===== src/rtl/panel_pkg.sv =====
package panel_pkg;
  // strobes from control to each colour datapath
  typedef struct packed {
    logic shift;  // shift pulse on this edge
    logic load;   // latch transparent
    logic blank;  // force columns dark
  } strobe_t;
endpackage


===== src/rtl/panel_ctrl.sv =====
module panel_ctrl
  import panel_pkg::*;
#(
  parameter int ROWS = 16,
  localparam int ADDR_W = $clog2(ROWS)
) (
  input  logic              clk,
  input  logic              rstN,
  input  logic              shiftEn,
  input  logic              latchIn,
  input  logic              blankIn,
  input  logic [ADDR_W-1:0] rowAddr,
  output strobe_t           strobes,
  output logic [ROWS-1:0]   rowSel
);

  always_comb begin
    strobes.shift = shiftEn;
    strobes.load  = latchIn;
    strobes.blank = blankIn;
  end

  for (genvar g = 0; g < ROWS; g++) begin : gRow
    assign rowSel[g] = !blankIn && (rowAddr == ADDR_W'(g));
  end

  AST_ROW_ONEHOT: assert property (@(posedge clk) disable iff (!rstN)
    !blankIn |-> ($countones(rowSel) == 1 && rowSel[rowAddr]));
  AST_ROW_BLANK: assert property (@(posedge clk) disable iff (!rstN)
    blankIn |-> (rowSel == '0));

endmodule


===== src/rtl/panel_chain.sv =====
module panel_chain
  import panel_pkg::*;
#(
  parameter int WIDTH = 32
) (
  input  logic             clk,
  input  logic             rstN,
  input  strobe_t          strobes,
  input  logic             serIn,
  output logic             serOut,
  output logic [WIDTH-1:0] cols
);

  logic [WIDTH-1:0] shiftQ, shiftNext, heldQ, image;
  logic             serQ;

  always_comb begin
    shiftNext = strobes.shift ? {shiftQ[WIDTH-2:0], serIn} : shiftQ;
  end

  always_ff @(posedge clk or negedge rstN) begin
    if (!rstN) begin
      shiftQ <= '0;
      serQ   <= 1'b0;
      heldQ  <= '0;
    end else begin
      shiftQ <= shiftNext;
      if (strobes.shift) serQ <= shiftQ[WIDTH-1];
      if (strobes.load) heldQ <= shiftNext;
    end
  end

  // transparent while load is high, held image otherwise
  assign image  = strobes.load ? shiftQ : heldQ;
  assign cols   = strobes.blank ? '0 : image;
  assign serOut = serQ;

  AST_SHIFT_IN: assert property (@(posedge clk) disable iff (!rstN)
    strobes.shift |=> (shiftQ[0] == $past(serIn)));
  AST_NO_SHIFT: assert property (@(posedge clk) disable iff (!rstN)
    !strobes.shift |=> $stable(shiftQ));
  AST_SER_OUT: assert property (@(posedge clk) disable iff (!rstN)
    strobes.shift |=> (serOut == $past(shiftQ[WIDTH-1])));
  AST_HOLD: assert property (@(posedge clk) disable iff (!rstN)
    !strobes.load |=> $stable(heldQ));

endmodule


===== src/rtl/panel_rx.sv =====
module panel_rx
  import panel_pkg::*;
#(
  parameter int WIDTH = 32,
  parameter int ROWS  = 16,
  localparam int ADDR_W = $clog2(ROWS),
  localparam int COLORS = 2
) (
  input  logic              clk,
  input  logic              rstN,
  input  logic              shiftEn,
  input  logic              latchIn,
  input  logic              blankIn,
  input  logic [ADDR_W-1:0] rowAddr,
  input  logic              redIn,
  input  logic              grnIn,
  output logic [WIDTH-1:0]  redCol,
  output logic [WIDTH-1:0]  grnCol,
  output logic [ROWS-1:0]   rowSel,
  output logic              redOut,
  output logic              grnOut,
  output logic [ADDR_W-1:0] addrOut,
  output logic              latchOut,
  output logic              blankOut,
  output logic              shiftOut
);

  strobe_t          strobes;
  logic [COLORS-1:0] serIn, serOut;
  logic [WIDTH-1:0]  colsArr [COLORS];

  panel_ctrl #(.ROWS(ROWS)) uCtrl (
    .clk(clk), .rstN(rstN), .shiftEn(shiftEn), .latchIn(latchIn),
    .blankIn(blankIn), .rowAddr(rowAddr), .strobes(strobes), .rowSel(rowSel)
  );

  assign serIn = {grnIn, redIn};

  for (genvar c = 0; c < COLORS; c++) begin : gColor
    panel_chain #(.WIDTH(WIDTH)) uChain (
      .clk(clk), .rstN(rstN), .strobes(strobes),
      .serIn(serIn[c]), .serOut(serOut[c]), .cols(colsArr[c])
    );
  end

  assign redCol = colsArr[0];
  assign grnCol = colsArr[1];
  assign redOut = serOut[0];
  assign grnOut = serOut[1];

  // pass-through to the next cascaded panel
  assign addrOut  = rowAddr;
  assign latchOut = latchIn;
  assign blankOut = blankIn;
  assign shiftOut = shiftEn;

  AST_BLANK_DARK: assert property (@(posedge clk) disable iff (!rstN)
    blankIn |-> (redCol == '0 && grnCol == '0));
  AST_RESET_DARK: assert property (@(posedge clk)
    !rstN |-> (redCol == '0 && grnCol == '0 && !redOut && !grnOut));

endmodule


===== config.mk =====
export PLATFORM = sky130hd
export DESIGN_NAME = panel_rx
export DESIGN_NICKNAME = d
export VERILOG_FILES = /design/src/rtl/panel_pkg.sv /design/src/rtl/panel_ctrl.sv /design/src/rtl/panel_chain.sv /design/src/rtl/panel_rx.sv
export SDC_FILE = /design/constraint.sdc
export NUM_CORES = 1
export LEC_CHECK = 0
export ABC_AREA = 0
export BUFFER_PORTS_ARGS = -buffer_cell sky130_fd_sc_hd__buf_2
export CORE_ASPECT_RATIO = 0.6
export CORE_MARGIN = 2
export CORE_UTILIZATION = 50
export CTS_CLUSTER_DIAMETER = 30
export DETAILED_ROUTE_END_ITERATION = 10
export PLACE_DENSITY = 0.76
export SETUP_SLACK_MARGIN = 0.4
export SYNTH_ARGS = -nofsm -noshare
export SYNTH_HDL_FRONTEND = slang
export SYNTH_SLANG_ARGS = --single-unit

===== constraint.sdc =====
create_clock -name clk -period 2.1 [get_ports clk]
set_input_delay 0.42 -clock clk [delete_from_list [all_inputs] [get_ports clk]]
set_output_delay 0.42 -clock clk [all_outputs]
set_load 0.005 [all_outputs]

==> reports/qor.txt, run 1 <==
Tmin final: 1650 ps
CTS sink count: 130
actual slew at the worst max-slew pin: 344 ps
Reg2Reg Depth: 2
CTS clk-pin slew, worst paths: 60 ps
HP Class: input pin to flip-flop
sequential element share of the synthesized area: 0.532
Setup Fix Bufs, Post-CTS: 0
H-Tree Depth: 4
area grow syn2layout: 23.8%
Global Route Usage Sum: 0.193
via count of the first global-routing pass: 3922
Net Count, Synth: 462
IO Port Bufs: 99
cts bufs inserted: 17
leading register cell type out of synthesis: dfrtp_1
core area: 12000 sq um
outcome: completed
Adder-Cell Fraction of Synth Area: 0
Worst R2R End: gColor[0].uChain.heldQ[26]$_DFFE_PN0P_
final worst path period share: 0.787
share of cells above drive strength 1: 0.496
Critical Path RT: 1680 ps
Initial Util: 0.510
Vias: 3807
Synth area leader: dfrtp_1
unique cell type count in the Yosys netlist: 17
DRC Markers: 0
WS Path Type: input pin to primary output
Synth top cells by count: dfrtp_1, mux2_2, nor2_1, mux2i_1, mux2_4
1st-iter DRT viols: 200
Achievable Freq: 0.605 GHz
antenna-violating nets left: 0
standard-cell rows: 31
DR vias/cell: 5.24
Mapped Cells: 451
DPL Wire Length: 7.69 mm
CP startpoint kind: input pin
Setup WS post-layout: 448 ps
Overflow after GRT: 0
Worst-Skew Late Latency: 410 ps
main area contributors after synthesis: dfrtp_1, mux2_2, mux2i_1, mux2_4, nor2_1
Reg2Reg Setup Slack: 1020 ps
largest family of logic cells by synthesized area: multiplexers
Slew HR: 0.771
R2R Path Start: gColor[0].uChain.shiftQ[26]$_DFF_PN0_
Hold Vio Cnt, Final: 0
post-synthesis mux area share: 0.368
clock skew: 7.95 ps
GPL Wtd Cong: 0.822
CTS Root Buffer Type: clkbuf_16
# diodes: 0
Hold WS: 251 ps
worst hold start: redIn
Yosys warnings: 0
Async S/R FF share, synth: 1.00
nets: 559
largest net degree at the start of global routing: 48
Hold Path End: gColor[0].uChain.shiftQ[0]$_DFF_PN0_
Layout fillers: 879
Die ar.: 13200 sq um
Final Max Tran Viols: 0
mapped cell area: 6110 sq um
post-synthesis simple-gate area fraction: 0.0626
initial antenna violation count: 0
Synth top area share: 0.532
RSZ-0062 raised after global routing: true
setup_tns: 0 ps
number of max-cap violations: 0
Avg Cell Area, Syn: 13.6 sq um
Initial DRT Pass Iterations: 4
I/O Pins: 100
pre-CTS WS: 299 ps
Finish-stage setup viols: 0
total wire length: 12.2 mm
leakage dissipation: 3.83 nW
Vert. Die Dim: 89.7 microns
wire length per cell: 16.8 microns
Post-Synth XOR/XNOR Area: 0
PwrDens: 1240 nW/um^2
width of the chip: 147 microns
Power Total: 0.00940 W
most frequent cell after synthesis: dfrtp_1
Worst Path Arrival: 1230 ps
number of enable flip-flop cells after synthesis: 0
clock tree buffer depth: 2
element type at the critical path end: primary output
worst vdd ir: 691 uV
CTS tree: yes
critical path fanouts, max: 18
FF+latch count, synth: 130
first-pass GRT wire length: 19.8 mm
Hold Path Stages: 2
Compound-Gate Fraction of Synth Area: 0
final core utilization: 0.632
-- cell families (layout without fill, tap and decap cells) --
group | count (synthesis) | after routing
and+or+nand+nor | 88 | 88
buffers and inverters | 39 | 149
DFF | 130 | 130
muxes | 194 | 194
-- state kept, by name, indices dropped and copies added, names as in the netlist --
signal,flops
gColor.uChain.shiftQ,64
gColor.uChain.heldQ,64
gColor.uChain.serOut,2
-- stage by stage --
| stage | cell area (sq um) | std cells |
|---|---|---|
| final | 7570 | 726 |
| after global routing | 7570 | 726 |
| after CTS | 7460 | 723 |
| after detailed placement | 6820 | 689 |
| after global placement | 6820 | 689 |
| after floorplan | 6110 | 451 |
-- cell type report --
type	instances	area, sq um	share of cell area
Timing Repair Buffer	117	888	0.117
Clock inverter	12	140	0.0185
Multi-Input combinational cell	282	2650	0.350
Clock buffer	20	437	0.0577
Sequential cell	130	3250	0.430
Tap cell	165	206	0.0273
-- layout by cell type, fill, tap and decap left out, drive strengths merged, types with 4 or more instances in the layout --
| master | instances |
|---|---|
| clkinv | 7 |
| nor3 | 4 |
| nor4 | 4 |
| mux2 | 130 |
| nor2 | 69 |
| buf | 113 |
| mux2i | 64 |
| dfrtp | 130 |
| clkbuf | 23 |
-- worst max path at each step --
stage,start,to,slack [ps],cells after the start
5_1_grt,blankIn,rowSel[6],390,4
3_5_place_dp,latchIn,redCol[28],300,5
6_report,latchIn,grnCol[26],450,5
2_1_floorplan,blankIn,rowSel[12],530,3
3_3_place_gp,latchIn,redCol[28],300,5
4_1_cts,latchIn,grnCol[20],380,5
-- metal layers --
layer / track usage / routed length [microns] / share of wire / vias up
li1: - / - / - / 1763
met1: 0.256 / 5760 / 0.47 / 1946
met2: 0.316 / 5790 / 0.47 / 88
met3: 0.0460 / 529 / 0.043 / 10
met4: 0.0741 / 123 / 0.010 / 0
met5: 0 / 0 / 0 / -
-- timing repair --
action                                  4_1_cts  5_1_grt
endpoints found under the setup margin       50       38
resized for setup                             6        6
endpoints found under the hold margin        19        0
hold buffers                                  1        0
pin swaps                                     0        0
cloned                                        1        3
-- critical path: stages --
cell and delay, ps:
buf_16 150, buf_12 180, mux2i_1 240, nor2_1 80
buf_2 130
-- power by group --
part | internal (W) | switching, W | total (W)
clock | 0.00185 | 0.00105 | 0.00289
combinational | 0.00146 | 0.000917 | 0.00238
sequential | 0.00348 | 0.000648 | 0.00413
Power figures use the tool's default switching activity.
==> run 2: changes to the inputs <==
--- a/config.mk
+++ b/config.mk
@@ -12,7 +12,7 @@
 export CORE_UTILIZATION = 50
 export CTS_CLUSTER_DIAMETER = 30
 export DETAILED_ROUTE_END_ITERATION = 10
-export PLACE_DENSITY = 0.76
+export PLACE_DENSITY = 0.79
 export SETUP_SLACK_MARGIN = 0.4
 export SYNTH_ARGS = -nofsm -noshare
 export SYNTH_HDL_FRONTEND = slang
==> constraint.sdc (replaced) <==
create_clock -name clk -period 1.4 [get_ports clk]
set_input_delay 0.28 -clock clk [delete_from_list [all_inputs] [get_ports clk]]
set_output_delay 0.28 -clock clk [all_outputs]
set_load 0.005 [all_outputs]
==> run 2 against run 1 <==
The run now ends with negative setup slack left; non-clock buffer count rose by 175; wire length rose by 53%; clock power rose by 69%; worst hold slack got worse by 150 ps; sequential cell count did not move; combinational power rose to 3.5 times the previous value; critical endpoint is now redCol[26]; largest cell class unchanged.
==> reports/qor.txt, run 2 (synthesis results as in run 1) <==
Setup WS post-layout: -129 ps (was 448 ps)
area grow syn2layout: 64.0% (was 23.8%)
GPL Wtd Cong: 0.810 (was 0.822)
largest net degree at the start of global routing: 70 (was 48)
DPL Wire Length: 8.29 mm (was 7.69 mm)
CTS sink count: 130 (unchanged)
# diodes: 0 (unchanged)
CTS Root Buffer Type: clkbuf_16 (unchanged)
Slew HR: 0.739 (was 0.771)
Vias: 4802 (was 3807)
Finish-stage setup viols: 54 (was 0)
number of max-cap violations: 0 (unchanged)
Achievable Freq: 0.654 GHz
Critical Path RT: 1120 ps (was 1680 ps)
first-pass GRT wire length: 24.1 mm (was 19.8 mm)
commonest non-fill, non-tap cell in the layout: buf_6 (was dfrtp_1)
fin area: 10000 sq um (was 7570 sq um)
final core utilization: 0.837 (was 0.632)
Overflow after GRT: 0 (unchanged)
Die ar.: 13200 sq um (unchanged)
standard-cell rows: 31 (unchanged)
most frequent cells in the layout: buf_6, dfrtp_1, mux2_4, buf_2, nor2_1 (was dfrtp_1, buf_2, mux2_2, nor2_1, mux2i_1)
leakage dissipation: 5.27 nW (was 3.83 nW)
Hold WS: 103 ps (was 251 ps)
1st-iter DRT viols: 246 (was 200)
Hold Vio Cnt, Final: 0 (unchanged)
RSZ-0062 raised after global routing: true (unchanged)
Worst-Skew Late Latency: 420 ps (was 410 ps)
DRC Markers: 0 (unchanged)
CP startpoint kind: flip-flop (was input pin)
worst vdd ir: 946 uV (was 691 uV)
initial antenna violation count: 0 (unchanged)
outcome: finished with violations (was completed)
clock tree buffer depth: 2 (unchanged)
core area: 12000 sq um (unchanged)
setup_tns: -2930 ps (was 0 ps)
share of cells above drive strength 1: 0.640 (was 0.496)
total wire length: 18.6 mm (was 12.2 mm)
Initial Util: 0.510 (unchanged)
HP Class: input pin to flip-flop (unchanged)
Tmin final: 1530 ps
cts bufs inserted: 17 (unchanged)
nets: 734 (was 559)
WS Path Type: flip-flop to primary output (was input pin to primary output)
final worst path period share: 1.09
H-Tree Depth: 4 (unchanged)
CTS tree: yes (unchanged)
width of the chip: 147 microns (unchanged)
placed instance area: 7420 sq um (was 6820 sq um)
IO Port Bufs: 99 (unchanged)
wire length per cell: 20.7 microns (was 16.8 microns)
Final Max Tran Viols: 0 (unchanged)
I/O Pins: 100 (unchanged)
actual slew at the worst max-slew pin: 392 ps (was 344 ps)
Vert. Die Dim: 89.7 microns (unchanged)
element type at the critical path end: primary output (unchanged)
failing checks: negative setup slack
antenna-violating nets left: 0 (unchanged)
via count of the first global-routing pass: 4528 (was 3922)
Global Route Usage Sum: 0.236 (was 0.193)
DR vias/cell: 5.33 (was 5.24)
critical path fanouts, max: 2 (was 18)
clock skew: 9.45 ps (was 7.95 ps)
PwrDens: 1950 nW/um^2 (was 1240 nW/um^2)
Worst Path Arrival: 1250 ps (was 1230 ps)
CTS clk-pin slew, worst paths: 60 ps (about the same)
pre-CTS WS: -12.5 ps (was 299 ps)
Initial DRT Pass Iterations: 5 (was 4)
==> run 2: cell types whose count changed in the layout (fill, tap and decap cells not counted), sizes merged <==
cell      previous run  this run
buf                113       290
clkinvlp             2         4
clkinv               7         5
clkbuf              23        19
bufinv               3         5
==> run 2: final timing paths <==
check	startpoint	end	slack [ps]	cells after the start
worst max-delay path	gColor[0].uChain.shiftQ[26]$_DFF_PN0_	redCol[26]	-130	3
worst min-delay path	redIn	gColor[0].uChain.shiftQ[0]$_DFF_PN0_	100	2
worst max register to register	gColor[0].uChain.shiftQ[18]$_DFF_PN0_	gColor[0].uChain.heldQ[19]$_DFFE_PN0P_	90	4
worst min register to register	gColor[1].uChain.heldQ[22]$_DFFE_PN0P_	gColor[1].uChain.heldQ[22]$_DFFE_PN0P_	510	1
max in group asynchronous	rstN	gColor[0].uChain.shiftQ[25]$_DFF_PN0_	640	3
min in group asynchronous	rstN	gColor[1].uChain.shiftQ[10]$_DFF_PN0_	400	3
==> run 2: final cells by class <==
type | instances | area [sq um]
Sequential cell | 130 | 3250
Multi-Input combinational cell | 282 | 3150
Timing Repair Buffer | 292 | 2780
Fill cell | 539 | 1960
Clock buffer | 18 | 429
Clock inverter | 14 | 213
Tap cell | 165 | 206
==> run 2: worst max-delay path, stage by stage (launching register included) <==
cell,delay (ps)
dfrtp_1,400
mux2i_1,220
nor2_1,90
buf_2,140
==> run 2: timing repair <==
item | in CTS | in global routing
buffers inserted | 85 | 66
cloned | 2 | 1
resized for setup | 128 | 66
endpoints found under the setup margin | 153 | 156
pin swaps | 14 | 9
endpoints found under the hold margin | 130 | 0
hold buffers | 1 | 0
==> run 2: per-stage QoR <==
| stage | total power [W] | std cells |
|---|---|---|
| 2_1_floorplan | 0.00919 | 451 |
| 6_report | 0.0196 | 901 |
| 4_1_cts | 0.0174 | 834 |
| 3_5_place_dp | 0.0105 | 714 |
| 3_3_place_gp | 0.0102 | 714 |
| 5_1_grt | 0.0203 | 901 |
==> run 2: power breakdown <==
group	leakage, nW	switching, W	internal, W
Clock	0.302	0.00173	0.00315
Sequential	1.62	0.00109	0.00522
Combinational	3.35	0.00280	0.00556
==> run 2: metal layers <==
layer / global-route usage / up-vias / wire [microns] / part of all wire
met5: 0 / - / 0 / 0
met4: 0.0538 / 0 / 529 / 0.028
met3: 0.0510 / 42 / 755 / 0.041
met2: 0.409 / 162 / 9550 / 0.51
met1: 0.312 / 2485 / 7790 / 0.42
li1: - / 2113 / - / -
